===== config.mk =====
export PLATFORM = sky130hd
export DESIGN_NAME = bus_cycle_seq
export DESIGN_NICKNAME = d
export VERILOG_FILES = /design/src/rtl/bcs_pkg.sv /design/src/rtl/bcs_fsm.sv /design/src/rtl/bcs_req.sv /design/src/rtl/bcs_strobe.sv /design/src/rtl/bus_cycle_seq.sv
export SDC_FILE = /design/constraint.sdc
export NUM_CORES = 1
export LEC_CHECK = 0
export ABC_AREA = 1
export BUFFER_PORTS_ARGS = -buffer_cell sky130_fd_sc_hd__buf_4
export CAP_MARGIN = 30
export CORE_ASPECT_RATIO = 1.5
export CORE_MARGIN = 4
export CORE_UTILIZATION = 46
export CTS_BUF_LIST = sky130_fd_sc_hd__clkbuf_4 sky130_fd_sc_hd__clkbuf_8
export CTS_CLUSTER_DIAMETER = 100
export CTS_CLUSTER_SIZE = 16
export DETAILED_ROUTE_END_ITERATION = 6
export PLACE_DENSITY = 0.81
export SYNTH_ARGS = -nofsm -noshare
export SYNTH_HDL_FRONTEND = slang
export SYNTH_SLANG_ARGS = --single-unit

===== constraint.sdc =====
create_clock -name clk_i -period 1.3 [get_ports clk_i]
set_input_delay 0.195 -clock clk_i [delete_from_list [all_inputs] [get_ports clk_i]]
set_output_delay 0.195 -clock clk_i [all_outputs]
set_load 0.01 [all_outputs]

===== src/rtl/bcs_pkg.sv =====
package bcs_pkg;
  typedef enum logic [2:0] {
    S_IDLE = 3'd0,
    S_T1   = 3'd1,
    S_T2   = 3'd2,
    S_T3   = 3'd3,
    S_TW   = 3'd4,
    S_T4   = 3'd5
  } tstate_e;

  localparam logic [1:0] K_READ  = 2'b00;
  localparam logic [1:0] K_WRITE = 2'b01;
  localparam logic [1:0] K_INTA  = 2'b10;
endpackage


===== src/rtl/bcs_fsm.sv =====
module bcs_fsm
  import bcs_pkg::*;
(
  input  logic    clk_i,
  input  logic    rst_ni,
  input  logic    start_i,
  input  logic    pair_i,
  input  logic    ready_i,
  output tstate_e st_o,
  output logic    capture_o,
  output logic    done_o
);
  tstate_e st_d;
  logic    second_q;
  logic    repeat_cyc;

  assign repeat_cyc = pair_i && !second_q;

  always_comb begin
    st_d = st_o;
    unique case (st_o)
      S_IDLE:      if (start_i) st_d = S_T1;
      S_T1:        st_d = S_T2;
      S_T2:        st_d = S_T3;
      S_T3, S_TW:  st_d = ready_i ? S_T4 : S_TW;
      S_T4:        st_d = repeat_cyc ? S_T1 : S_IDLE;
      default:     st_d = S_IDLE;
    endcase
  end

  // last data phase of the request
  assign capture_o = ((st_o == S_T3) || (st_o == S_TW)) && ready_i && !repeat_cyc;

  always_ff @(posedge clk_i or negedge rst_ni) begin
    if (!rst_ni) begin
      st_o     <= S_IDLE;
      second_q <= 1'b0;
      done_o   <= 1'b0;
    end else begin
      st_o   <= st_d;
      done_o <= (st_o == S_T4) && !repeat_cyc;
      if (st_o == S_T4) second_q <= repeat_cyc;
    end
  end

  p_wait_hold_r6: assert property (@(posedge clk_i) disable iff (!rst_ni)
    (((st_o == S_T3) || (st_o == S_TW)) && !ready_i) |=> (st_o == S_TW));
  p_wait_exit_r6: assert property (@(posedge clk_i) disable iff (!rst_ni)
    (((st_o == S_T3) || (st_o == S_TW)) && ready_i) |=> (st_o == S_T4));
  p_pair_r7: assert property (@(posedge clk_i) disable iff (!rst_ni)
    ((st_o == S_T4) && pair_i && !second_q) |=> ((st_o == S_T1) && second_q));
  p_done_pulse_r9: assert property (@(posedge clk_i) disable iff (!rst_ni)
    done_o |=> !done_o);
  p_done_idle_r9: assert property (@(posedge clk_i) disable iff (!rst_ni)
    done_o |-> (st_o == S_IDLE));
endmodule


===== src/rtl/bcs_req.sv =====
module bcs_req
  import bcs_pkg::*;
#(
  parameter int DATA_W = 16
) (
  input  logic              clk_i,
  input  logic              rst_ni,
  input  logic              start_i,
  input  logic [1:0]        kind_i,
  input  logic [DATA_W-1:0] addr_i,
  input  logic [DATA_W-1:0] wdata_i,
  input  logic              mem_i,
  input  logic              bhe_i,
  input  logic              capture_i,
  input  logic [DATA_W-1:0] ad_i,
  output logic [1:0]        kind_o,
  output logic [DATA_W-1:0] addr_o,
  output logic [DATA_W-1:0] wdata_o,
  output logic              mem_o,
  output logic              bhe_o,
  output logic [DATA_W-1:0] rdata_o
);
  localparam int BYTE_W = DATA_W / 2;

  logic [DATA_W-1:0] cap_val;

  always_comb begin
    cap_val = ad_i;
    if (kind_o == K_INTA) cap_val = {{(DATA_W-BYTE_W){1'b0}}, ad_i[BYTE_W-1:0]};
  end

  always_ff @(posedge clk_i or negedge rst_ni) begin
    if (!rst_ni) begin
      kind_o  <= K_READ;
      addr_o  <= '0;
      wdata_o <= '0;
      mem_o   <= 1'b0;
      bhe_o   <= 1'b0;
      rdata_o <= '0;
    end else begin
      if (start_i) begin
        kind_o  <= kind_i;
        addr_o  <= addr_i;
        wdata_o <= wdata_i;
        mem_o   <= mem_i;
        bhe_o   <= bhe_i;
      end
      if (capture_i) rdata_o <= cap_val;
    end
  end

  p_req_hold_r3: assert property (@(posedge clk_i) disable iff (!rst_ni)
    !$past(start_i) |-> ($stable(mem_o) && $stable(bhe_o) && $stable(kind_o)));
endmodule


===== src/rtl/bcs_strobe.sv =====
module bcs_strobe
  import bcs_pkg::*;
(
  input  logic       clk_i,
  input  logic       rst_ni,
  input  tstate_e    st_i,
  input  logic [1:0] kind_i,
  output logic       ale_o,
  output logic       rd_n_o,
  output logic       wr_n_o,
  output logic       inta_n_o,
  output logic       den_n_o,
  output logic       dt_r_o,
  output logic       ad_oe_o,
  output logic       addr_phase_o
);
  tstate_e st_neg_q;  // T-state seen at the mid-cycle falling edge
  logic    busy, is_wr, is_ack, in_data, late_win, wr_hold;

  always_ff @(negedge clk_i or negedge rst_ni) begin
    if (!rst_ni) st_neg_q <= S_IDLE;
    else         st_neg_q <= st_i;
  end

  assign busy    = (st_i != S_IDLE);
  assign is_wr   = (kind_i == K_WRITE);
  assign is_ack  = (kind_i == K_INTA);
  assign in_data = (st_i == S_T2) || (st_i == S_T3) || (st_i == S_TW);
  // read-type strobe opens half way into T2
  assign late_win = ((st_i == S_T2) && (st_neg_q == S_T2)) || (st_i == S_T3) || (st_i == S_TW);
  // write data held for the first half of T4
  assign wr_hold  = (st_i == S_T4) && (st_neg_q != S_T4);

  assign addr_phase_o = (st_i == S_T1);
  assign ale_o    = addr_phase_o;
  assign rd_n_o   = !(late_win && !is_wr && !is_ack);
  assign inta_n_o = !(late_win && is_ack);
  assign wr_n_o   = !(in_data && is_wr);
  assign ad_oe_o  = (addr_phase_o && !is_ack) || (is_wr && (in_data || wr_hold));
  assign den_n_o  = is_wr ? !(in_data || wr_hold) : !late_win;
  assign dt_r_o   = busy && is_wr;

  p_strobe_excl_r8: assert property (@(posedge clk_i) disable iff (!rst_ni)
    $onehot0({!rd_n_o, !wr_n_o, !inta_n_o}));
  p_rd_float_r4: assert property (@(posedge clk_i) disable iff (!rst_ni)
    (!rd_n_o || !inta_n_o) |-> !ad_oe_o);
  p_ale_alone_r2: assert property (@(posedge clk_i) disable iff (!rst_ni)
    ale_o |-> (rd_n_o && wr_n_o && inta_n_o));
  p_ack_float_r7: assert property (@(posedge clk_i) disable iff (!rst_ni)
    (busy && is_ack) |-> !ad_oe_o);
endmodule


===== src/rtl/bus_cycle_seq.sv =====
module bus_cycle_seq
  import bcs_pkg::*;
#(
  parameter int DATA_W = 16
) (
  input  logic              clk_i,
  input  logic              rst_ni,
  input  logic              req_valid_i,
  input  logic [1:0]        req_kind_i,
  input  logic [DATA_W-1:0] req_addr_i,
  input  logic [DATA_W-1:0] req_wdata_i,
  input  logic              req_mem_i,
  input  logic              req_bhe_i,
  output logic              req_ready_o,
  input  logic              ready_i,
  input  logic [DATA_W-1:0] ad_i,
  output logic [DATA_W-1:0] ad_o,
  output logic              ad_oe_o,
  output logic              ale_o,
  output logic              rd_n_o,
  output logic              wr_n_o,
  output logic              inta_n_o,
  output logic              m_io_o,
  output logic              bhe_n_o,
  output logic              dt_r_o,
  output logic              den_n_o,
  output logic              done_o,
  output logic [DATA_W-1:0] rdata_o
);
  tstate_e           st;
  logic              start, capture, busy, addr_phase, mem_q, bhe_q;
  logic [1:0]        kind_q;
  logic [DATA_W-1:0] addr_q, wdata_q;

  assign busy        = (st != S_IDLE);
  assign req_ready_o = !busy;
  assign start       = req_valid_i && req_ready_o;

  bcs_fsm u_fsm (
    .clk_i     (clk_i),
    .rst_ni    (rst_ni),
    .start_i   (start),
    .pair_i    (kind_q == K_INTA),
    .ready_i   (ready_i),
    .st_o      (st),
    .capture_o (capture),
    .done_o    (done_o)
  );

  bcs_req #(.DATA_W(DATA_W)) u_req (
    .clk_i     (clk_i),
    .rst_ni    (rst_ni),
    .start_i   (start),
    .kind_i    (req_kind_i),
    .addr_i    (req_addr_i),
    .wdata_i   (req_wdata_i),
    .mem_i     (req_mem_i),
    .bhe_i     (req_bhe_i),
    .capture_i (capture),
    .ad_i      (ad_i),
    .kind_o    (kind_q),
    .addr_o    (addr_q),
    .wdata_o   (wdata_q),
    .mem_o     (mem_q),
    .bhe_o     (bhe_q),
    .rdata_o   (rdata_o)
  );

  bcs_strobe u_strobe (
    .clk_i        (clk_i),
    .rst_ni       (rst_ni),
    .st_i         (st),
    .kind_i       (kind_q),
    .ale_o        (ale_o),
    .rd_n_o       (rd_n_o),
    .wr_n_o       (wr_n_o),
    .inta_n_o     (inta_n_o),
    .den_n_o      (den_n_o),
    .dt_r_o       (dt_r_o),
    .ad_oe_o      (ad_oe_o),
    .addr_phase_o (addr_phase)
  );

  assign ad_o    = addr_phase ? addr_q : wdata_q;
  assign m_io_o  = busy && mem_q;
  assign bhe_n_o = !(busy && bhe_q);

  p_sel_stable_r3: assert property (@(posedge clk_i) disable iff (!rst_ni)
    (busy && $past(busy)) |-> ($stable(m_io_o) && $stable(bhe_n_o) && $stable(dt_r_o)));
  p_accept_r2: assert property (@(posedge clk_i) disable iff (!rst_ni)
    (req_valid_i && req_ready_o) |=> ale_o);
  p_idle_quiet_r1: assert property (@(posedge clk_i) disable iff (!rst_ni)
    !busy |-> (rd_n_o && wr_n_o && inta_n_o && den_n_o && !ad_oe_o && !ale_o));
endmodule


# [Yosys cells after proc, flatten, opt, wreduce, memory -nomap -nowiden]
# Index checks and enable logic that the tools add are counted.
[totals] in_bits=56 word_cells=64 ff_bits=60 out_inout_bits=43
[classes] n_eq_ne=10 reduce_logical=37 mux=7
[ops] op="$mux 16" count=2
[ops] op="$logic_and 1x1->1" count=16
[ops] op="$pmux 3 s5" count=1
[ops] op="$logic_not 1->1" count=11
[ops] op="$eq 3x2->1 const B" count=3
[ops] op="$logic_or 1x1->1" count=7
[ops] op="$eq 3x3->1 const B" count=2
[ops] op="$eq 3x1->1 const B" count=1
[ops] op="$logic_not 3->1" count=1
[ops] op="$mux 1" count=3
[ops] op="$mux 3" count=1
[ops] op="$ne 3x3->1 const B" count=1
[ops] op="$reduce_bool 3->1" count=1
[ops] op="$eq 2x1->1 const B" count=1
[ops] op="$eq 2x2->1 const B" count=1
[ops] op="$ne 2x2->1 const B" count=1
[ops] op="$reduce_or 2->1" count=1

# [Depth between registers and ports, before layout]
[logic_depth] depth_word=7 ltp_mapped=9 mapped_depth_nobuf=7

# [By module]
# A second synthesis with hierarchy kept.
[hier_totals] hier_cells=366 hier_area_um2=2866.5
[modules_own_cells] module="bcs_req" cells_each=237 area_per_inst_um2=2123.3 seq_area_each_um2=1301.2 n_inst=1
[modules_own_cells] module="bus_cycle_seq" cells_each=62 area_per_inst_um2=291.5 seq_area_each_um2=0.0 n_inst=1
[modules_own_cells] module="bcs_strobe" cells_each=41 area_per_inst_um2=237.7 seq_area_each_um2=75.1 n_inst=1
[modules_own_cells] module="bcs_fsm" cells_each=26 area_per_inst_um2=214.0 seq_area_each_um2=125.1 n_inst=1

==> key figures <==
Finish
  – Layout cells sized above 1: 0.643
  – Filler instances: roughly 230
  – Ant diodes: 0
  – Area Overhead vs Synth: 89.3%
  – Net count, final: about 540
  – Post-layout util: 0.894

Synth
  – Synth top area cells: dfrtp_1 52%, nand2_1 23%, nand3_1 7.3%
  – Distinct cells, synth: 21
  – Area leader, netlist: dfrtp_1
  – Synthesized flop and latch total: 60
  – Post-synthesis cell count: 333
  – Avg Cell Area, Syn: 8.21 um2
  – Post-synthesis sequential area ratio: 0.549
  – Post-synth top flop: dfrtp_1
  – Most common cell in the netlist: nand2_1
  – Share of the synthesized area in the top cell type: 0.522
  – Synthesized area: 2730 um2
  – Synth warnings: 0
  – Most frequent cells after synthesis: 165 x nand2_1, 57 x dfrtp_1, 40 x nand3_1
  – Ys async rst share: 1.00
  – Syn nets: a little under 400
  – EDFF count, synth: 0

Power and ir drop
  – P_sw: 6390 uW
  – Part of the power in registers: 0.252
  – Worst vdd ir: ~0.0023 V
  – Combinational share of power: 0.630
  – Switching share of total power: 0.437
  – Int Pwr: around 8200 uW
  – Static leakage: between 0.002 and 0.003 uW
  – PwrDens: 2830 nW/um2
  – Tot Pwr: 14600 uW
  – Clock power share: 0.118

Global routing
  – First-pass GRT wire length: 18200 um
  – M1 GR Usage: 0.360
  – Largest net degree at the start of global routing: 31
  – M2 GR Usage: 0.591
  – Vias in the first global route: about 3.5k
  – Busiest metal layer after global routing: met2
  – Gr usage total: 0.335
  – Total grt overflow: 0
  – Initial antenna violation count: 0
  – GR Util met3: 0.0758

Detailed routing
  – Total number of vias: 3350
  – Vias/cell: 5.96
  – DR pass1 iterations: 6
  – Initial DRC count: 206
  – Final WL: 13300 um
  – Number of remaining DRC errors: 0
  – Routed length per instance: 23.7 um
  – Routed Antenna Nets: 0

Timing
  – Slew Viols, Final: 0
  – Final hold violations: 0
  – Final setup vio count: 84
  – Setup TNS: -34140 ps
  – RSZ-0062 raised after global routing: yes
  – Setup ws final: -826 ps
  – Worst slew margin: 0.729
  – Fin Hold WS: a little under 60 ps
  – Worst clock skew: 15.7 ps
  – Worst Max-Slew Pin Slew: around 400 ps

Critical path
  – Worst path required time: 1110 ps
  – Arrival time at the worst endpoint: 1930 ps
  – Worst setup EP type: primary output
  – Crit start category: register
  – R2R Setup Slk: -450 ps
  – Setup CP Type: register to primary output
  – Largest fanout on the critical path: 3

Outcome
  – Outcome: finished with violations
  – Failing checks: setup timing

Hold path
  – Worst hold path type: input pin to register

Flow run
  – Max_cap viols: 0

Floorplan
  – Core Area: 5790 um2
  – Vert. Die Dim: 102 um
  – Chip width: 70.9 um
  – Ports: 99
  – Initial core utilization: 0.472
  – Rows: 34
  – Die area: 7260 um2

Clock tree
  – CTS Buf Count: 9
  – H-tree depth: 3
  – CTS tree: built
  – Clock Tree Buf Depth: 2
  – Clock latency on the worst-skew pair: around 350 ps
  – Root Driver: clkbuf_8
  – CTS sink count: 60
  – Clock transition at path regs: 70 ps

Placement
  – Dpl hpwl: around 5400 um
  – GPL Wtd Cong: 0.895
  – Buffers on Ports: 98
## cell type report
cell class,instances,area (um2),area share
clock inverters,1,5.00,0.000968
repair inverters,2,18.8,0.00363
multi-input cells,244,1700,0.328
flip-flops and latches,60,1500,0.291
repair buffers,159,1620,0.313
clock buffers,14,186,0.0360
inverters,10,47.5,0.00919
well taps,72,90.1,0.0174
## power groups by stage
stage	registers [uW]	clock network [uW]	logic (uW)
finish	3680	1730	9210
global route	3730	1800	9600
CTS	3360	1610	7960
detailed placement	3270	0	4800
global placement	3220	0	4680
floorplan	3270	0	2690
## layout by cell type (no fill, tap or decap), types with 3 or more instances in the layout
cell type  count
buf_12         7
buf_6         46
nand4_1       18
nand3_2       21
dfrtp_1       55
nand2_1       71
nand2_2       62
buf_16         6
buf_8          6
nor2_4         5
nand2_4       32
buf_4         93
dfrtn_1        3
nand3_1       16
inv_1          6
nand3_4        6
clkbuf_8      13
## what timing repair did
action,CTS,global route
hold buffers,1,0
pin swaps,29,22
setup endpoints to repair,82,85
setup buffers,29,9
hold endpoints to repair,27,0
gates resized for setup,149,91
cloned,13,0
## kinds of logic after synthesis
group	after synthesis	share of synthesized area
AOI/OAI and AO/OA	4	0.00733
buffers and inverters	30	0.0627
DFF	60	0.549
and+or+nand+nor	239	0.380
## sequential cells by signal, summed over array words and instances, names as in the netlist
name / flops
u_req.addr_o: 16
u_req.rdata_o: 16
u_req.wdata_o: 16
u_fsm.st_o: 3
u_strobe.st_neg_q: 3
u_req.kind_o: 2
u_fsm.done_o: 1
u_fsm.second_q: 1
u_req.bhe_o: 1
u_req.mem_o: 1
## through the flow
step                cells  worst slack, ps  cell area (um2)
CTS                   563             -760             4910
global route          562             -861             5170
finish                562             -826             5170
detailed placement    507             -415             3660
global placement      507             -379             3660
floorplan             333             -279             2790
## worst paths after layout
check	startpoint	end	cells after the start
setup / recovery	u_strobe.st_neg_q[2]	den_n_o	7
hold / removal	req_addr_i[8]	u_req.addr_o[8]	3
setup reg to reg	u_fsm.st_o[0]	u_req.addr_o[6]	10
hold reg to reg	u_req.rdata_o[11]	u_req.rdata_o[11]	2
max in group asynchronous	rst_ni	u_strobe.st_neg_q[2]	2
min in group asynchronous	rst_ni	u_req.rdata_o[2]	2
## metal layers
| layer | vias up | routed length [um] |
|---|---|---|
| met5 | - | 0 |
| met4 | 0 | 894 |
| met3 | 87 | 1120 |
| met2 | 245 | 6800 |
| met1 | 1633 | 4510 |
| li1 | 1385 | - |
## worst max-delay path, stage by stage, from the launching register on
cell and delay, ps:
dfrtn_1 430, nor2_1 50, nand2_1 70, nand3_2 90
nand2_1 70, nand2_1 60, nand2_2 70, buf_6 100
Note: power is estimated with default switching activity, not from simulation.
